--- src/rtl/sdram_burst_colgen.sv ---
module sdram_burst_colgen #(
  parameter int COL_W  = 8,
  parameter int MR_W   = 12,
  parameter int BL_LSB = 0,
  parameter int BT_BIT = 3,
  parameter int CL_LSB = 4,
  parameter int WM_BIT = 9
) (
  input  logic             clk,
  input  logic             rst_n,
  input  logic             start_i,
  input  logic [COL_W-1:0] start_col_i,
  input  logic [MR_W-1:0]  mode_i,
  input  logic             write_i,
  input  logic             stop_i,
  output logic [COL_W-1:0] col_o,
  output logic             busy_o,
  output logic             last_o,
  output logic             err_o
);
  localparam logic [COL_W-1:0] ALL1 = {COL_W{1'b1}};

  logic [2:0] bl_code, cl_code;
  logic       il_sel, wr_single, go;
  logic       bad_bl, bad_cl;
  logic [COL_W-1:0] new_mask;
  logic             new_full;

  logic [COL_W-1:0] base_q, cnt_q, mask_q;
  logic             seq_q, full_q, busy_q;
  logic [COL_W-1:0] low_bits;

  assign bl_code   = mode_i[BL_LSB +: 3];
  assign cl_code   = mode_i[CL_LSB +: 3];
  assign il_sel    = mode_i[BT_BIT];
  assign wr_single = write_i & mode_i[WM_BIT];

  assign bad_bl = (bl_code[2] & (bl_code[1:0] != 2'b11)) | ((bl_code == 3'b111) & il_sel);
  assign bad_cl = (cl_code != 3'b010) & (cl_code != 3'b011);
  assign err_o  = bad_bl | bad_cl;
  assign go     = start_i & ~err_o;

  always_comb begin
    new_full = 1'b0;
    case (bl_code)
      3'b001:  new_mask = COL_W'(1);
      3'b010:  new_mask = COL_W'(3);
      3'b011:  new_mask = COL_W'(7);
      3'b111:  begin new_mask = ALL1; new_full = 1'b1; end
      default: new_mask = '0;
    endcase
    if (wr_single) begin
      new_mask = '0;
      new_full = 1'b0;
    end
  end

  always_ff @(posedge clk) begin
    if (!rst_n) begin
      busy_q <= 1'b0;
      cnt_q  <= '0;
      base_q <= '0;
      mask_q <= '0;
      seq_q  <= 1'b1;
      full_q <= 1'b0;
    end else if (go) begin
      busy_q <= 1'b1;
      cnt_q  <= '0;
      base_q <= start_col_i;
      mask_q <= new_mask;
      seq_q  <= ~il_sel;
      full_q <= new_full;
    end else if (busy_q) begin
      if (stop_i || last_o) busy_q <= 1'b0;
      cnt_q <= cnt_q + 1'b1;
    end
  end

  assign low_bits = seq_q ? (base_q + cnt_q) : (base_q ^ cnt_q);
  assign col_o    = busy_q ? ((base_q & ~mask_q) | (low_bits & mask_q)) : '0;
  assign busy_o   = busy_q;
  assign last_o   = busy_q & ~full_q & (cnt_q == mask_q);
endmodule

--- config.mk ---
export PLATFORM = sky130hd
export DESIGN_NAME = sdram_burst_colgen
export DESIGN_NICKNAME = d
export VERILOG_FILES = /design/src/rtl/sdram_burst_colgen.sv
export SDC_FILE = /design/constraint.sdc
export NUM_CORES = 1
export LEC_CHECK = 0
export ABC_AREA = 1
export BUFFER_PORTS_ARGS = -buffer_cell sky130_fd_sc_hd__buf_2
export CAP_MARGIN = 10
export CORE_ASPECT_RATIO = 1.75
export CORE_UTILIZATION = 30
export CTS_CLUSTER_DIAMETER = 60
export CTS_CLUSTER_SIZE = 16
export DETAILED_ROUTE_END_ITERATION = 10
export PLACE_DENSITY = 0.47
export SLEW_MARGIN = 20
export SYNTH_ARGS = -nofsm -noshare
export SYNTH_HDL_FRONTEND = slang
export SYNTH_SLANG_ARGS = --single-unit
--- constraint.sdc ---
create_clock -name clk -period 3.2 [get_ports clk]
set_clock_uncertainty 0.1 [all_clocks]
set_input_delay 0.32 -clock clk [delete_from_list [all_inputs] [get_ports clk]]
set_output_delay 0.32 -clock clk [all_outputs]
set_load 0.005 [all_outputs]
======== Yosys cells after proc, flatten, opt, wreduce, memory -nomap -nowiden ========
Index checks and enable logic that the tools add are counted.
word-level totals
  register bits after elaboration ......... 27
  output and inout bits ................... 11
cells by class
  $add $sub $neg .......................... 2
  equality and inequality tests ........... 8
  muxes and demuxes ....................... 9
  bitwise operators ....................... 18
  reductions and logical operators ........ 2
operator list
  cell                   number
  $pmux W8 S4            1
  $mux W8                3
  $and A8 B8 Y8          2
  $add A8 B1 Y8 const B  1
  $add A8 B8 Y8          1
  $eq A8 B8 Y1           1
  $not A8 Y8             1
  $or A8 B8 Y8           1
  $xor A8 B8 Y8          1
  $and A1 B1 Y1          7
  $eq A3 B2 Y1 const B   2
  $ne A3 B2 Y1 const B   2
  $mux W1                5
  $not A1 Y1             4
  $eq A3 B1 Y1 const B   1
  $eq A3 B3 Y1 const B   1
  $ne A2 B2 Y1 const B   1
  $or A1 B1 Y1           2
  $reduce_or A2 Y1       1
  $logic_or A1 B1 Y1     1

======== Longest topological paths before layout ========
Gate-level depths: netlist of the first run.
  word-level depth ........................ 7
  mapped depth ............................ 11
  mapped depth without buffers ............ 11

======== Worst setup path after synthesis of the first run ========
Ideal clock, no wire load.
  path kind ............................... register to output
  start point ............................. reg cnt_q[0]
  end point ............................... out col_o[6]
  arrival ................................. 1,454 ps
  required time ........................... 2,780 ps
  slack ................................... 1,326 ps
  cell stages (with the launch flop) ...... 10
  cells stage by stage .................... dfxtp_1 > ha_1 > fa_1 > nand3_1 > nand2_1 > nand2_1 > nand3b_1 > a21oi_1 > nor2_1 > nor2_1
on the way
  cells in the longest elaborated chain, start to end .. 5
RTL lines
  element                   RTL line  RTL
  start: declaration        29        logic [COL_W-1:0] base_q, cnt_q, mask_q;
  start signal: assignment  75        cnt_q <= cnt_q + 1'b1;
  $add A8 B8 Y8             79        assign low_bits = seq_q ? (base_q + cnt_q) : (base_q ^ cnt_q);
  $mux W8                   79
  $and A8 B8 Y8             80        assign col_o = busy_q ? ((base_q & ~mask_q) | (low_bits & mask_q)) : '0;
  $or A8 B8 Y8              80
  $mux W8                   80
  end: declaration          16        output logic [COL_W-1:0] col_o,
No other way between the ends.

======== Worst setup path in the final report of the first run ========
Ends and elaborated chain as after synthesis.

==> impl_metrics.toml, run 1 <==
[synthesis]
ys_types = 31
synth_top_cell_by_area = "dfxtp_1"
yosys-top-cells-area = "dfxtp_1, nand2_1, nor2_1, ha_1, o21ai_1"
ys_ff_latch = 23
synthArstFlopShare_pct = 0
synth-edff-count = 0
syn_area_sq_mm = 0.00153
yosysTopAreaCellShare_pct = 30.1
seq_area_frac_synth_pct = 30.1
ys.warnings.count = 0
syn_nets = 271
synth.avg_cell_area_sq_um = 6.45
syn_inst = 237
synth_ff_type = "dfxtp_1"

[sta]
setup_violations = 0
post-route-min-period_ns = 2.44
setup_tns_ns = 0
rsz0062_at_grt = "false"
maxSlewViolCount = 0
hold_violations = 0
slew_headroom_pct = 59.5
worst_slew_pin_slew_ns = 0.606
clock.fmax_mhz = 409
period_share_pct = 76.3

[final_layout]
area_growth_pct = 14.4
final_cell_mix = "nand2_1, nor2_1, buf_2"
nNetsFinal = 299
final_layout_size_suffix_gt1_share_pct = 18.2
fillers = 573
final_common_cell = "nand2_1"
fin_area_sq_mm = 0.00175
num_antenna_cells = 0

[place]
gp_congestion = 0.824
place_area_sq_mm = 0.00170
dp_hpwl_microns = 3190
portBuffers = 30

[critical_path]
reg2reg_depth = 5
critPathMaxFanout = 5
cp.required_ns = 2.78
cp-start-kind = "register"
r2r_start = "busy_o"
path_class = "reg2out"
r2r_end = "cnt_q[7]"
r2r_slack_ns = 1.54
worstSetupStartpoint = "cnt_q[0]"
critPathArrivalTime_ns = 2.02
endpoint_kind = "output pin"

[detailed_routing]
drtAntennaViolNets = 0
vias_per_cell = 4.89
vias = 1555
drc = 0
routed_wl_microns = 4110
first_iter_violations = 14
wl_per_cell_microns = 12.9
drt_first_pass_iters = 4

[pwr]
power.density_mw_per_mm2 = 309
switching_share_pct = 25.5
combPwrFrac_pct = 10.0
p_seq_share_pct = 55.6
fin_total_pwr_uw = 540
peakVddDrop_mv = 0.227
p_int_uw = 402
p_leak_uw = 0.000816
switchingPower_uw = 138
power.share.clock_pct = 34.3

[clocking]
cts-root-buf = "clkbuf_8"
cts_max_path_buffers = 2
cts_max_level = 1
clkSinkCount = 23
post_cts_buffers = 0
cts_made_buffers = 3
clkTransAtPathRegs_ns = 0.09
cts_tree = "built"
insertion_delay_ns = 0.27
cts.repair.resized = 0
hold_buffers = 0

[hold_path]
min_to = "seq_q"
holdPathStages = 2
worstHoldPathType = "in2reg"
hold_path_startpoint = "mode_i[3]"

[global_routing]
grt_pass1_vias = 1464
grt_pass1_wl_microns = 6760
grt-ovfl-total = 0
grt_max_degree = 17
grtUsageTotal_pct = 16.2
antenna_found_initial = 0

[status]
status = "finished clean"

[floorplanning]
die-width_microns = 55.9
die_h_microns = 96.4
core_sq_mm = 0.00493
boundaryPins = 36
fp-row-count = 34
design.die.area_sq_mm = 0.00539
initial_core_util_pct = 31.0

[flow_run]
cap_violations = 0
## worst max-delay path by stage
stage | endpoint | slack [ns] | cells past startpoint
after floorplan | col_o[6] | 1.33 | 9
after global placement | col_o[4] | 1.05 | 10
after detailed placement | col_o[4] | 1.06 | 10
after CTS | col_o[4] | 0.74 | 10
after global routing | col_o[6] | 0.58 | 10
final | col_o[6] | 0.76 | 10
## critical path, stage by stage (launching register included)
cell	delay (ns)
dfxtp_1	0.36
ha_1	0.25
fa_1	0.41
nand3_1	0.10
nand2_1	0.08
nand2_1	0.06
nand3b_1	0.09
a21oi_1	0.15
nor2_1	0.06
nor2_1	0.08
buf_2	0.12
## layout make-up
| class | count | area (sq um) | area share [%] |
|---|---|---|---|
| Timing Repair Buffer | 30 | 150 | 8.59 |
| Inverter | 29 | 109 | 6.23 |
| Clock inverter | 1 | 5.00 | 0.286 |
| Sequential cell | 23 | 460 | 26.3 |
| Multi-Input combinational cell | 178 | 915 | 52.3 |
| Tap cell | 54 | 67.6 | 3.87 |
| Clock buffer | 3 | 41.3 | 2.36 |
## Yosys cell counts, types with 3 or more instances
cell type	number
a21oi_1	15
dfxtp_1	23
ha_1	8
inv_1	18
inv_2	9
nand2_1	47
nand3_1	15
nand4_1	4
nor2_1	43
nor3_1	4
o21ai_0	6
o21ai_1	17
xor2_1	3
## metal layers
metal | global-route usage [%] | share of wire, %
met2 | 31.4 | 53
met3 | 1.33 | 2.1
met4 | 7.11 | 2.1
met5 | 0 | 0
met1 | 17.9 | 42
## kinds of logic (layout without fill, tap and decap cells)
| logic type | count (synthesis) | after routing | synth area share, % |
|---|---|---|---|
| xor gates and xnor gates | 4 | 4 | 2.29 |
| AOI/OAI and AO/OA | 43 | 43 | 14.9 |
| adders and majority gates | 9 | 9 | 7.86 |
| DFF | 23 | 23 | 30.1 |
| buffers and inverters | 36 | 63 | 9.99 |
| and+or+nand+nor | 121 | 121 | 34.2 |
| muxes | 1 | 1 | 0.655 |
## power groups by stage
stage / logic (uW) / registers, uW / clock network [uW]
2_1_floorplan: 36.0 / 303 / 0
3_3_place_gp: 54.5 / 307 / 0
3_5_place_dp: 55.0 / 307 / 0
4_1_cts: 55.1 / 300 / 195
5_1_grt: 62.5 / 302 / 202
6_report: 54.2 / 300 / 185
## per-stage QoR
step                instances  worst slack (ns)  hold WS (ns)  utilization (%)
floorplan                 237              1.33         0.320                -
global placement          314              1.05         0.397             34.5
detailed placement        314              1.06         0.402             34.5
CTS                       318             0.739         0.138             35.4
global route              318             0.578         0.149             35.4
finish                    318             0.757         0.143             35.4
## flip-flops by register name, summed over array words and instances, names as in the netlist
name / cells
base_q: 8
busy_o: 1
cnt_q: 8
full_q: 1
mask_q: 4
seq_q: 1
(Power assumes the default switching activity.)
==> inputs of run 2 (changes only) <==
- ABC_AREA: 1 -> 0
- PLACE_DENSITY: 0.47 -> 0.49
- clock period: 3.2 -> 2.05 ns (I/O delays scaled with it)
==> run 2 against run 1 <==
Net effect: the flow now finishes with violations (negative setup slack); register-to-register slack lost 1.2 ns; total power grew 54%; worst hold slack lost 0.075 ns; sequential cell count is the same; combinational power grew 56%; largest cell class unchanged; critical path type unchanged; cell count shrank 14%; sequential share of layout area shrank 1.8 points; largest power group unchanged; critical path depth shrank 2; sequential power grew 54%; cell area grew 9.3%.
==> impl_metrics.toml, run 2 <==
[detailed_routing]
vias = 1382
drc = 0
first_iter_violations = 15
drtAntennaViolNets = 0
drt_first_pass_iters = 4
routed_wl_microns = 3800
wl_per_cell_microns = 13.9
vias_per_cell = 5.06

[critical_path]
path_class = "reg2out"
cp.required_ns = 1.75
slowest_delay_ns = 0.36
crit_path_cell_trace = "ha_4, fa_2, a211oi_4, o32ai_1, xor2_1, mux2i_1, nor2_1, buf_2"
critPathBufInv = 1
endpoint_kind = "output pin"
crit_path_top_delay_cell = "fa_2"
cp-start-kind = "register"
critPathArrivalTime_ns = 1.99
cp_top_family = "adder cells"
critPathMaxFanout = 3

[global_routing]
antenna_found_initial = 0
grt_pass1_vias = 1342
grtUsageTotal_pct = 16.5
grt-ovfl-total = 0
grt_max_degree = 17
grt_pass1_wl_microns = 6110

[place]
portBuffers = 30
gp_congestion = 0.775
dp_hpwl_microns = 3070
place_ws_ns = -0.196

[final_layout]
num_antenna_cells = 0
nNetsFinal = 257
final_layout_size_suffix_gt1_share_pct = 32.4
largestRegisters = "base_q: 8 flops, cnt_q: 8 flops, mask_q: 4 flops"
area_growth_pct = 33.8
finish.utilization_pct = 42.6
final_cell_mix = "nand2_1, buf_2, nor2_1"

[pwr]
power.density_mw_per_mm2 = 436
p_leak_uw = 0.000791
peakVddDrop_mv = 0.331

[synthesis]
synth_xor_area_share_pct = 8.59
ys_types = 38
syn_inst = 175
synthMuxAreaShare_pct = 3.51
synth-edff-count = 0
syn_nets = 209
synth_compound_area_share_pct = 21.1
ys_ff_latch = 23
synth_top_cell_by_area = "dfxtp_1"
seq_area_frac_synth_pct = 32.3
synth_common_cells = "nand2_1, dfxtp_1, nor2_1, a21boi_0"
synth_ff_type = "dfxtp_1"
syn_area_sq_mm = 0.00143
yosysTopAreaCellShare_pct = 32.3
synthAdderAreaFrac_pct = 8.41
ys.warnings.count = 0
synth.avg_cell_area_sq_um = 8.16
yosys-top-cells-area = "dfxtp_1, nand2_1, ha_1, a21boi_0, nor2_1"
synth_top_family_by_area = "simple AND/OR/NAND/NOR gates"
synthArstFlopShare_pct = 0
yosysMostFrequentCell = "nand2_1"
yosys.area_share.simple_pct = 22.4

[status]
violations = "negative setup slack"
status = "complete, but fails checks"

[sta]
rsz0062_at_grt = "true"
post-route-min-period_ns = 2.30
setup_violations = 6
maxSlewViolCount = 0
worst_slew_pin_slew_ns = 0.312
slew_headroom_pct = 79.0
period_share_pct = 112
hold_violations = 0
clock.fmax_mhz = 436
worst_slack_ns = -0.246
hold_slack_ns = 0.0676

[floorplanning]
design.die.area_sq_mm = 0.00505
die-width_microns = 54.1
fp-row-count = 32
die_h_microns = 93.3
boundaryPins = 36
core_sq_mm = 0.00448
initial_core_util_pct = 31.8

[clocking]
cts-root-buf = "clkbuf_8"
cts_max_path_buffers = 2
cts_made_buffers = 3
clkTransAtPathRegs_ns = 0.08
cts_tree = "built"
hold_buffers = 0
cts_max_level = 1
clkSinkCount = 23
insertion_delay_ns = 0.27

[hold_path]
worstHoldPathType = "in2reg"

[flow_run]
cap_violations = 0
run 2: cells by family after synthesis:
kind of cell | Yosys count
AOI/OAI and AO/OA | 43
xor gates and xnor gates | 14
adders and majority gates | 9
buffers and inverters | 11
DFF | 23
muxes | 5
and+or+nand+nor | 70
run 2: repair_timing:
item,CTS,global route
setup endpoints to repair,8,8
pin swaps,8,10
buffers inserted,0,3
resized for setup,13,13
run 2: area by class of cell:
cell class / count / area, sq um
fillers: 470 / 2570
multi-input cells: 141 / 1010
flip-flops and latches: 23 / 468
repair buffers: 49 / 304
well taps: 51 / 63.8
clock buffers: 3 / 41.3
inverters: 5 / 18.8
clock inverters: 1 / 5.00
run 2: worst reg2reg max path, stage by stage (launching register included):
cell and delay [ns]:
dfxtp_2 0.34, buf_4 0.14, or4_4 0.52, nor3_4 0.12, o2111a_2 0.23, or3_1 0.10
a21boi_1 0.06
run 2: worst paths after layout:
kind              from        to  slack (ns)  cells past startpoint
max reg2reg   cnt_q[3]    busy_o        0.34                      6
min reg2reg     full_q    full_q        0.37                      2
min          mode_i[3]     seq_q        0.07                      2
max          base_q[0]  col_o[6]       -0.25                      8
run 2: per-layer routing:
layer  vias up  GRT usage, %  wire [microns]
met5         -             0               0
met2        24          31.0            2180
met1       641          17.1            1450
li1        712             -               -
met3         5          1.63              85
met4         0          7.05              80
run 2: through the flow:
step	setup TNS, ns	std cells	cell area (sq um)	total power (uW)
global placement	-0.210	266	1730	552
floorplan	0	175	1430	512
detailed placement	-0.361	266	1730	552
CTS	-0.871	270	1830	842
finish	-0.654	273	1910	833
global route	-1.27	273	1910	867
run 2: power breakdown:
| group | leakage, uW | internal, uW | switching, uW | total, uW |
|---|---|---|---|---|
| Sequential | 0.000189 | 454 | 7.80 | 462 |
| Clock | 0.0000255 | 136 | 151 | 287 |
| Combinational | 0.000576 | 42.2 | 42.3 | 84.5 |
==> inputs of run 3 (changes only) <==
- RECOVER_POWER: unset -> 25
==> run 3 against run 2 <==
Net effect: the run still ends with negative setup slack left; global-route usage stayed put; non-clock buffer count stayed put; critical endpoint unchanged; count of clock-buffer cells in the layout stayed put; maximum frequency is 0.11% higher; sequential power hardly changed; via count is 0.87% higher; sequential cell count stayed put; combinational power is 2.6% lower; first-iteration DRC count stayed put.
==> impl_metrics.toml, run 3 (same netlist as run 2, synthesis figures left out) <==
[floorplanning]
boundaryPins = 36
die_h_microns = 93.3
initial_core_util_pct = 31.8
core_sq_mm = 0.00448
fp-row-count = 32
design.die.area_sq_mm = 0.00505
die-width_microns = 54.1

[final_layout]
num_antenna_cells = 0
final_common_cell = "nand2_1"
largestRegisters = "base_q: 8 flops, cnt_q: 8 flops, mask_q: 4 flops"
area_growth_pct = 33.0
final_layout_size_suffix_gt1_share_pct = 30.6
final_cell_mix = "nand2_1, buf_2, nor2_1"
nNetsFinal = 257

[detailed_routing]
wl_per_cell_microns = 14.0
drtAntennaViolNets = 0
routed_wl_microns = 3830
drc = 0
vias = 1394
vias_per_cell = 5.11
first_iter_violations = 15
drt_first_pass_iters = 2

[hold_path]
min_to = "seq_q"
hold_path_startpoint = "mode_i[3]"
worstHoldPathType = "in2reg"
holdPathStages = 2

[critical_path]
critPathArrivalTime_ns = 1.99
critPathMaxFanout = 3
r2r_start = "cnt_q[3]"
cp.required_ns = 1.75
r2r_slack_ns = 0.32
cp-start-kind = "register"
reg2reg_depth = 6
endpoint_kind = "output pin"
path_class = "reg2out"
r2r_end = "busy_o"

[clocking]
clkTransAtPathRegs_ns = 0.08
cts_max_path_buffers = 2
cts_tree = "built"
cts_made_buffers = 3
cts_max_level = 1
clkSinkCount = 23
insertion_delay_ns = 0.27
hold_buffers = 0
cts-root-buf = "clkbuf_8"

[sta]
setup_violations = 6
hold_violations = 0
period_share_pct = 112
post-route-min-period_ns = 2.29
worst_slack_ns = -0.244
hold_slack_ns = 0.0690
rsz0062_at_grt = "true"
worst_slew_pin_slew_ns = 0.536
slew_headroom_pct = 64.2
clock.fmax_mhz = 436
maxSlewViolCount = 0

[pwr]
peakVddDrop_mv = 0.326
p_leak_uw = 0.000780
fin_total_pwr_uw = 831
power.density_mw_per_mm2 = 438

[global_routing]
grt_max_degree = 17
antenna_found_initial = 0
grt_pass1_vias = 1342
grtUsageTotal_pct = 16.5
grt-ovfl-total = 0
grt_pass1_wl_microns = 6110

[place]
portBuffers = 30
gp_congestion = 0.775
dp_hpwl_microns = 3070

[flow_run]
cap_violations = 0

[status]
status = "complete, but fails checks"
violations = "negative setup slack"
## run 3: worst max path at each step
stage	from	endpoint
4_1_cts	base_q[0]	col_o[6]
5_1_grt	base_q[0]	col_o[6]
2_1_floorplan	cnt_q[0]	col_o[6]
3_5_place_dp	base_q[0]	col_o[6]
6_report	base_q[0]	col_o[6]
3_3_place_gp	base_q[0]	col_o[6]
## run 3: repair_timing
item | CTS | global route
resized for setup | 13 | 13
endpoints found under the setup margin | 8 | 8
buffers inserted | 0 | 3
gates cloned | 0 | 0
pin swaps | 8 | 10
hold endpoints to repair | 0 | 0
## run 3: final cells by class
cell class              count  area, sq um
clock inverters             1         5.00
repair buffers             49          295
multi-input cells         141         1010
clock buffers               3         41.3
well taps                  51         63.8
fillers                   475         2590
inverters                   5         18.8
flip-flops and latches     23          468
## run 3: per-layer routing
metal | GRT usage, % | up-vias | wire [microns]
li1 | - | 713 | -
met1 | 17.1 | 652 | 1480
met2 | 31.0 | 24 | 2190
met3 | 1.63 | 5 | 86
met4 | 7.05 | 0 | 80
met5 | 0 | - | 0
## run 3: report_power, final
group | internal [uW] | total, uW | switching (uW)
Clock | 136 | 287 | 151
Combinational | 40.6 | 82.3 | 41.7
Sequential | 454 | 462 | 7.88
## run 3: worst max-delay path, cell delays in order, from the launching register on
cell	delay, ns
dfxtp_2	0.34
ha_4	0.16
fa_2	0.36
a211oi_4	0.25
o32ai_1	0.13
xor2_1	0.15
mux2i_1	0.15
nor2_1	0.05
buf_2	0.13
## run 3: per-stage QoR
step           cell area [sq um]  cells  TNS (ns)  utilization [%]  worst slack (ns)
3_5_place_dp                1730    266    -0.361             38.5            -0.196
4_1_cts                     1830    270    -0.871             40.7            -0.254
3_3_place_gp                1730    266    -0.210             38.5            -0.140
6_report                    1900    273    -0.671             42.3            -0.244
2_1_floorplan               1430    175         0                -            0.0293
5_1_grt                     1900    273     -1.27             42.3            -0.318
